[src/rtl/dfl_pkg.sv]
package dfl_pkg;
  localparam int DUMMY_W = 4;

  typedef enum logic [2:0] {
    PH_OPC, PH_ADDR, PH_DUMMY, PH_RDATA, PH_PDATA, PH_ID, PH_IDLE
  } phase_e;

  typedef enum logic [1:0] {OPK_NONE, OPK_READ, OPK_PROG, OPK_ID} opkind_e;

  // dummy field 0 means the default of 8 clocks
  function automatic logic [DUMMY_W:0] dummy_len(input logic [DUMMY_W-1:0] f);
    return (f == '0) ? (DUMMY_W+1)'(8) : {1'b0, f};
  endfunction
endpackage

[src/rtl/dfl_opdec.sv]
module dfl_opdec #(
  parameter logic [7:0] ID_OP = 8'hAF
) (
  input  logic [7:0]       opcode,
  output dfl_pkg::opkind_e kind
);
  import dfl_pkg::*;
  localparam int N_ALIAS = 3;
  localparam logic [7:0] RD_OPS [N_ALIAS] = '{8'hBB, 8'h3B, 8'h0B};
  localparam logic [7:0] PG_OPS [N_ALIAS] = '{8'hD2, 8'hA2, 8'h02};

  always_comb begin
    kind = OPK_NONE;
    for (int i = 0; i < N_ALIAS; i++) begin
      if (opcode == RD_OPS[i]) kind = OPK_READ;
      if (opcode == PG_OPS[i]) kind = OPK_PROG;
    end
    if (opcode == ID_OP) kind = OPK_ID;
  end
endmodule

[src/rtl/dfl_rxshift.sv]
module dfl_rxshift #(
  parameter int W = 24
) (
  input  logic         clk,
  input  logic         rst_n,
  input  logic         en,
  input  logic [1:0]   din,
  output logic [W-1:0] word_nxt
);
  logic [W-1:0] sr_q;

  assign word_nxt = {sr_q[W-3:0], din};

  always_ff @(posedge clk or negedge rst_n) begin
    if (!rst_n)  sr_q <= '0;
    else if (en) sr_q <= word_nxt;
  end
endmodule

[src/rtl/dfl_txshift.sv]
module dfl_txshift (
  input  logic       clk,
  input  logic       rst_n,
  input  logic       load,
  input  logic [7:0] load_byte,
  input  logic       shift,
  output logic [1:0] pair
);
  logic [7:0] sr_q;

  assign pair = sr_q[7:6];

  always_ff @(posedge clk or negedge rst_n) begin
    if (!rst_n)     sr_q <= '0;
    else if (load)  sr_q <= load_byte;
    else if (shift) sr_q <= {sr_q[5:0], 2'b00};
  end
endmodule

[src/rtl/dual_flash_front.sv]
module dual_flash_front #(
  parameter int               ADDR_W   = 24,
  parameter int               ID_LEN   = 3,
  parameter logic [ID_LEN*8-1:0] ID_VALUE = 24'h5E21C3,
  parameter logic [7:0]       ID_OP    = 8'hAF
) (
  input  logic              clk,
  input  logic              rst_n,
  input  logic              cs_n,
  input  logic [1:0]        dq_in,
  input  logic [3:0]        dummy_cfg,
  output logic [1:0]        dq_out,
  output logic              dq_oe,
  output logic [ADDR_W-1:0] mem_addr,
  output logic              mem_rd,
  input  logic [7:0]        mem_rdata,
  output logic              mem_wr,
  output logic [7:0]        mem_wdata,
  output logic              prog_commit,
  output logic              short_gap
);
  import dfl_pkg::*;

  localparam int ADDR_PAIRS = ADDR_W / 2;
  localparam int CNT_MAX    = (ADDR_PAIRS > (1 << DUMMY_W)) ? ADDR_PAIRS : (1 << DUMMY_W);
  localparam int CNT_W      = $clog2(CNT_MAX + 1);
  localparam int IDX_W      = $clog2(ID_LEN + 1);
  localparam logic [CNT_W-1:0] CNT_BYTE_END = CNT_W'(3);
  localparam logic [CNT_W-1:0] CNT_ADDR_END = CNT_W'(ADDR_PAIRS - 1);
  localparam logic [IDX_W-1:0] IDX_LAST     = IDX_W'(ID_LEN - 1);

  function automatic logic [7:0] id_pick(input logic [IDX_W-1:0] i);
    return ID_VALUE[(ID_LEN - 1 - int'(i)) * 8 +: 8];
  endfunction

  phase_e             phase_q;
  opkind_e            kind_q, dec_kind;
  logic [CNT_W-1:0]   cnt_q;
  logic [ADDR_W-1:0]  addr_q;
  logic [IDX_W-1:0]   idx_q, id_next_idx;
  logic               any_byte_q, cs_q, short_q;
  logic [ADDR_W-1:0]  word_nxt;
  logic [CNT_W-1:0]   dummy_end;

  // named internal events
  logic active, cs_rise, opc_done, addr_done, dummy_done;
  logic rbyte_done, pbyte_done, idbyte_done, fetch, id_load, tx_load, tx_shift;
  logic [7:0] tx_byte;

  dfl_rxshift #(.W(ADDR_W)) u_rx (
    .clk(clk), .rst_n(rst_n), .en(active), .din(dq_in), .word_nxt(word_nxt)
  );

  dfl_opdec #(.ID_OP(ID_OP)) u_dec (.opcode(word_nxt[7:0]), .kind(dec_kind));

  assign dummy_end   = CNT_W'(dummy_len(dummy_cfg) - 1'b1);
  assign active      = !cs_n;
  assign cs_rise     = cs_n && !cs_q;
  assign opc_done    = active && phase_q == PH_OPC   && cnt_q == CNT_BYTE_END;
  assign addr_done   = active && phase_q == PH_ADDR  && cnt_q == CNT_ADDR_END;
  assign dummy_done  = active && phase_q == PH_DUMMY && cnt_q == dummy_end;
  assign rbyte_done  = active && phase_q == PH_RDATA && cnt_q == CNT_BYTE_END;
  assign pbyte_done  = active && phase_q == PH_PDATA && cnt_q == CNT_BYTE_END;
  assign idbyte_done = active && phase_q == PH_ID    && cnt_q == CNT_BYTE_END;
  assign fetch       = dummy_done || rbyte_done;
  assign id_load     = (opc_done && dec_kind == OPK_ID) || (idbyte_done && idx_q != IDX_LAST);
  assign id_next_idx = opc_done ? '0 : idx_q + 1'b1;
  assign tx_load     = fetch || id_load;
  assign tx_byte     = fetch ? mem_rdata : id_pick(id_next_idx);
  assign tx_shift    = active && (phase_q == PH_RDATA || phase_q == PH_ID);

  dfl_txshift u_tx (
    .clk(clk), .rst_n(rst_n), .load(tx_load), .load_byte(tx_byte),
    .shift(tx_shift), .pair(dq_out)
  );

  assign dq_oe       = tx_shift;
  assign mem_addr    = addr_q;
  assign mem_rd      = fetch;
  assign mem_wr      = pbyte_done;
  assign mem_wdata   = word_nxt[7:0];
  assign prog_commit = cs_rise && phase_q == PH_PDATA && cnt_q == '0 && any_byte_q;
  assign short_gap   = short_q;

  always_ff @(posedge clk or negedge rst_n) begin
    if (!rst_n) begin
      phase_q    <= PH_OPC;
      kind_q     <= OPK_NONE;
      cnt_q      <= '0;
      addr_q     <= '0;
      idx_q      <= '0;
      any_byte_q <= 1'b0;
      cs_q       <= 1'b1;
      short_q    <= 1'b0;
    end else begin
      cs_q <= cs_n;
      if (cs_rise) short_q <= (phase_q == PH_RDATA) && any_byte_q;
      if (cs_n) begin
        phase_q    <= PH_OPC;
        cnt_q      <= '0;
        any_byte_q <= 1'b0;
      end else begin
        cnt_q <= cnt_q + 1'b1;
        unique case (phase_q)
          PH_OPC: if (opc_done) begin
            cnt_q  <= '0;
            kind_q <= dec_kind;
            idx_q  <= '0;
            unique case (dec_kind)
              OPK_READ, OPK_PROG: phase_q <= PH_ADDR;
              OPK_ID:             phase_q <= PH_ID;
              default:            phase_q <= PH_IDLE;
            endcase
          end
          PH_ADDR: if (addr_done) begin
            cnt_q   <= '0;
            addr_q  <= word_nxt;
            phase_q <= (kind_q == OPK_READ) ? PH_DUMMY : PH_PDATA;
          end
          PH_DUMMY: if (dummy_done) begin
            cnt_q   <= '0;
            addr_q  <= addr_q + 1'b1;
            phase_q <= PH_RDATA;
          end
          PH_RDATA, PH_PDATA: if (rbyte_done || pbyte_done) begin
            cnt_q      <= '0;
            addr_q     <= addr_q + 1'b1;
            any_byte_q <= 1'b1;
          end
          PH_ID: if (idbyte_done) begin
            cnt_q <= '0;
            if (idx_q == IDX_LAST) phase_q <= PH_IDLE;
            else                   idx_q   <= idx_q + 1'b1;
          end
          default: cnt_q <= cnt_q;
        endcase
      end
    end
  end

  AST_FETCH_STEPS: assert property (@(posedge clk) disable iff (!rst_n)
    mem_rd |=> mem_addr == $past(mem_addr) + ADDR_W'(1));
  AST_WRITE_STEPS: assert property (@(posedge clk) disable iff (!rst_n)
    mem_wr |=> mem_addr == $past(mem_addr) + ADDR_W'(1));
  AST_RW_EXCLUSIVE: assert property (@(posedge clk) disable iff (!rst_n)
    !(mem_rd && mem_wr));
  AST_OE_START: assert property (@(posedge clk) disable iff (!rst_n)
    $rose(dq_oe) |-> ($past(dummy_done) || $past(opc_done)));
  AST_COMMIT_ON_RISE: assert property (@(posedge clk) disable iff (!rst_n)
    prog_commit |-> (cs_n && !$past(cs_n)));
  AST_GAP_HOLD: assert property (@(posedge clk) disable iff (!rst_n)
    !cs_rise |=> $stable(short_gap));
endmodule

[config.mk]
export PLATFORM = sky130hd
export DESIGN_NAME = dual_flash_front
export DESIGN_NICKNAME = d
export VERILOG_FILES = /design/src/rtl/dfl_pkg.sv /design/src/rtl/dfl_opdec.sv /design/src/rtl/dfl_rxshift.sv /design/src/rtl/dfl_txshift.sv /design/src/rtl/dual_flash_front.sv
export SDC_FILE = /design/constraint.sdc
export NUM_CORES = 1
export LEC_CHECK = 0
export BUFFER_PORTS_ARGS = -buffer_cell sky130_fd_sc_hd__buf_2
export CAP_MARGIN = 30
export CORE_MARGIN = 3
export CORE_UTILIZATION = 45
export DETAILED_ROUTE_END_ITERATION = 6
export GPL_ROUTABILITY_DRIVEN = 0
export SLEW_MARGIN = 5
export SYNTH_ARGS = -nofsm -noshare
export SYNTH_HDL_FRONTEND = slang
export SYNTH_SLANG_ARGS = --single-unit
[constraint.sdc]
create_clock -name clk -period 3.8 [get_ports clk]
set_input_delay 0.57 -clock clk [delete_from_list [all_inputs] [get_ports clk]]
set_output_delay 0.57 -clock clk [all_outputs]
set_load 0.005 [all_outputs]
==> metrics.md <==
| Metric | Value |
|---|---|
| Outcome | `finished clean` |
| Max-slew violations | `0` |
| Multi-input gate area | `2290 sq um` |
| Core box area | `9330 sq um` |
| Via count | `3616` |
| Clk Latency, worst-skew pair | `0.34 ns` |
| Setup TNS | `0 ns` |
| CTS H-tree depth | `3` |
| Netlist cell types | `65` |
| DRT Wirelength | `10300 um` |
| Hold crit path type | `primary input to asynchronous set/reset pin` |
| Endpoints failing setup | `0` |
| Placed inst area | `4580 sq um` |
| Worst slew pin tran | `0.668 ns` |
| IO Count | `56` |
| Fmax | `0.308 GHz` |
| Commonest cells after routing, fill and taps aside | `dfrtp_1, nand2_1, buf_2` |
| Post-synth EDFFs | `0` |
| Cells after synthesis | `476` |
| Routed Antenna Nets | `0` |
| Final Instance Area | `4770 sq um` |
| Async set-reset flop share out of synthesis | `1.00` |
| Total GRT Usage | `0.193` |
| Total grt overflow | `0` |
| Resized cells post-CTS | `0` |
| Post-synthesis register bit count | `69` |
| Period utilisation layout | `0.854` |
| DP Wirelength | `6790 um` |
| DIE WIDTH | `104 um` |
| Critical path class | `primary input to output pin` |
| Nets | `534` |
| Floorplan row count | `35` |
| Worst-path clk slew | `0.08 ns` |
| Drt via density | `5.64` |
| Seq/Total Area, Yosys | `0.398` |
| Clock root buffer | `clkbuf_8` |
| Cts hold-fix bufs | `0` |
| First-pass GRT wire length | `17300 um` |
| CTS Buf Count | `9` |
| WL/cell | `16.1 um` |
| Post-Syn Nets | `503` |
| Area growth, synth to finish | `9.64%` |
| CP Launch Type | `primary input` |
| Cell area after synthesis | `4350 sq um` |
| Clock sinks | `69` |
| Clock Skews | `0.0110 ns` |
| Die Ht | `104 um` |
| Buffer count from post-CTS setup fixing | `0` |
| Antenna cells | `0` |
| Post-layout min period | `3.24 ns` |
| Initial DRC count | `154` |
| Final hold viol count | `0` |
| Count of input and output buffers | `55` |
| Worst vdd ir | `371 uV` |
| Mapped Avg Cell Area | `9.13 sq um` |
| Pwr Density | `710 nW/um^2` |
| Share of layout cells above drive strength 1 | `0.236` |
| Commonest non-fill, non-tap cell in the layout | `dfrtp_1` |
| Worst rel slew slack | `0.555` |
| Max-cap viol count | `0` |
| YS warnings | `0` |
| TritonCTS clock tree | `built` |
| Initial antenna violation count | `0` |
| Fillers | `884` |
| Critical Path Sink Type | `output pin` |
| Full die area | `10900 sq um` |
| Starting density of the core | `0.466` |
| Sequential cell area | `1730 sq um` |
| Crit path required time | `3.23 ns` |
| RSZ-0062 raised after global routing | `false` |
| Vias in the first global route | `3483` |
| Post-route DRC violation count | `0` |
| P_leak | `2.09 nW` |
| CP Max Fanout | `4` |
| CTS max path bufs | `2` |
| Largest net degree at the start of global routing | `51` |
| Data arrival, critical path | `2.67 ns` |
| First-pass iteration count of the detailed router | `5` |
| Top FF cell, synth | `dfrtp_1` |
critical path, stage by stage:
cell       delay (ns)
buf_2            0.09
inv_1            0.07
ha_1             0.30
xnor2_1          0.14
a311oi_2         0.21
o2111ai_2        0.20
or4_4            0.58
a211o_1          0.35
inv_1            0.06
buf_2            0.10
area by class of cell:
class | instances | area share
Timing Repair Buffer | 62 | 0.0688
Clock buffer | 12 | 0.0284
Clock inverter | 4 | 0.0102
Tap cell | 129 | 0.0339
Inverter | 21 | 0.0165
Sequential cell | 69 | 0.363
Multi-Input combinational cell | 344 | 0.480
state kept, by name, summed over array words and instances (netlist names):
register and count:
mem_addr 24, short_gap 1, any_byte_q 1, cnt_q 5, u_tx.sr_q 8, kind_q 2
cs_q 1, u_rx.sr_q 22, idx_q 2, phase_q 3
synthesized netlist by cell type (4+ instances only):
| cell type | number | area share |
|---|---|---|
| nand2b_1 | 6 | 0.0086 |
| ha_1 | 10 | 0.029 |
| a21oi_1 | 32 | 0.037 |
| nor4_1 | 4 | 0.0058 |
| o21ai_0 | 33 | 0.038 |
| mux2i_1 | 4 | 0.0092 |
| mux2_4 | 8 | 0.028 |
| nor2_1 | 22 | 0.019 |
| nor2b_1 | 6 | 0.0086 |
| nor3_1 | 7 | 0.0081 |
| clkbuf_1 | 23 | 0.020 |
| nand3_1 | 14 | 0.016 |
| o22ai_1 | 6 | 0.0086 |
| buf_4 | 11 | 0.019 |
| a21o_1 | 4 | 0.0069 |
| xnor2_1 | 6 | 0.012 |
| inv_1 | 20 | 0.017 |
| mux2_2 | 23 | 0.060 |
| and3_1 | 7 | 0.010 |
| a31oi_1 | 28 | 0.040 |
| nand2_1 | 57 | 0.049 |
| dfrtp_1 | 68 | 0.39 |
| clkbuf_8 | 4 | 0.013 |
| and2_1 | 4 | 0.0058 |
| nand4_1 | 10 | 0.014 |
routing by layer:
metal / share of wire / wire length, um / track usage
met2: 0.48 / 4970 / 0.312
met1: 0.47 / 4870 / 0.258
met5: 0 / 0 / 0
met4: 0.011 / 112 / 0.0551
met3: 0.035 / 361 / 0.0441
report_power, final:
part / total, mW / switching (mW) / internal (mW)
Clock: 0.584 / 0.280 / 0.303
Sequential: 1.35 / 0.342 / 1.01
Combinational: 1.45 / 0.788 / 0.660
final timing paths:
kind | start | slack [ns] | depth (start not counted) | endpoint
worst max-delay path | dummy_cfg[0] | 0.56 | 10 | mem_rd
worst min-delay path | rst_n | 0.26 | 1 | idx_q[0]$_DFFE_PN0P_
worst max register to register | cnt_q[3]$_DFFE_PN0P_ | 1.00 | 7 | u_tx.sr_q[2]$_DFFE_PN0P_
worst min register to register | kind_q[1]$_DFFE_PN0P_ | 0.49 | 2 | kind_q[1]$_DFFE_PN0P_
max in group asynchronous | rst_n | 2.52 | 2 | cnt_q[2]$_DFFE_PN0P_
min in group clk | mem_rdata[3] | 0.46 | 2 | u_tx.sr_q[3]$_DFFE_PN0P_
stage by stage:
stage                     std cells  hold slack [ns]  total power [mW]  utilization  setup slack, ns
after floorplan                 476            0.274              2.39            -            0.740
after global placement          625            0.457              2.78        0.491            0.598
after detailed placement        625            0.471              2.82        0.491            0.559
after CTS                       641            0.262              3.42        0.511            0.544
after global routing            641            0.293              3.70        0.511            0.441
final                           641            0.258              3.38        0.511            0.556
kinds of logic (layout without fill, tap and decap cells):
family          count (synthesis)  in the layout  synth area share
compound gates                131            131             0.192
mux                            36             36            0.0990
simple gates                  159            159             0.190
xor+xnor                        8              8            0.0161
flops                          69             69             0.398
buf+inv                        63             99            0.0766
fa+ha+maj                      10             10            0.0288
Power figures use the tool's default switching activity.
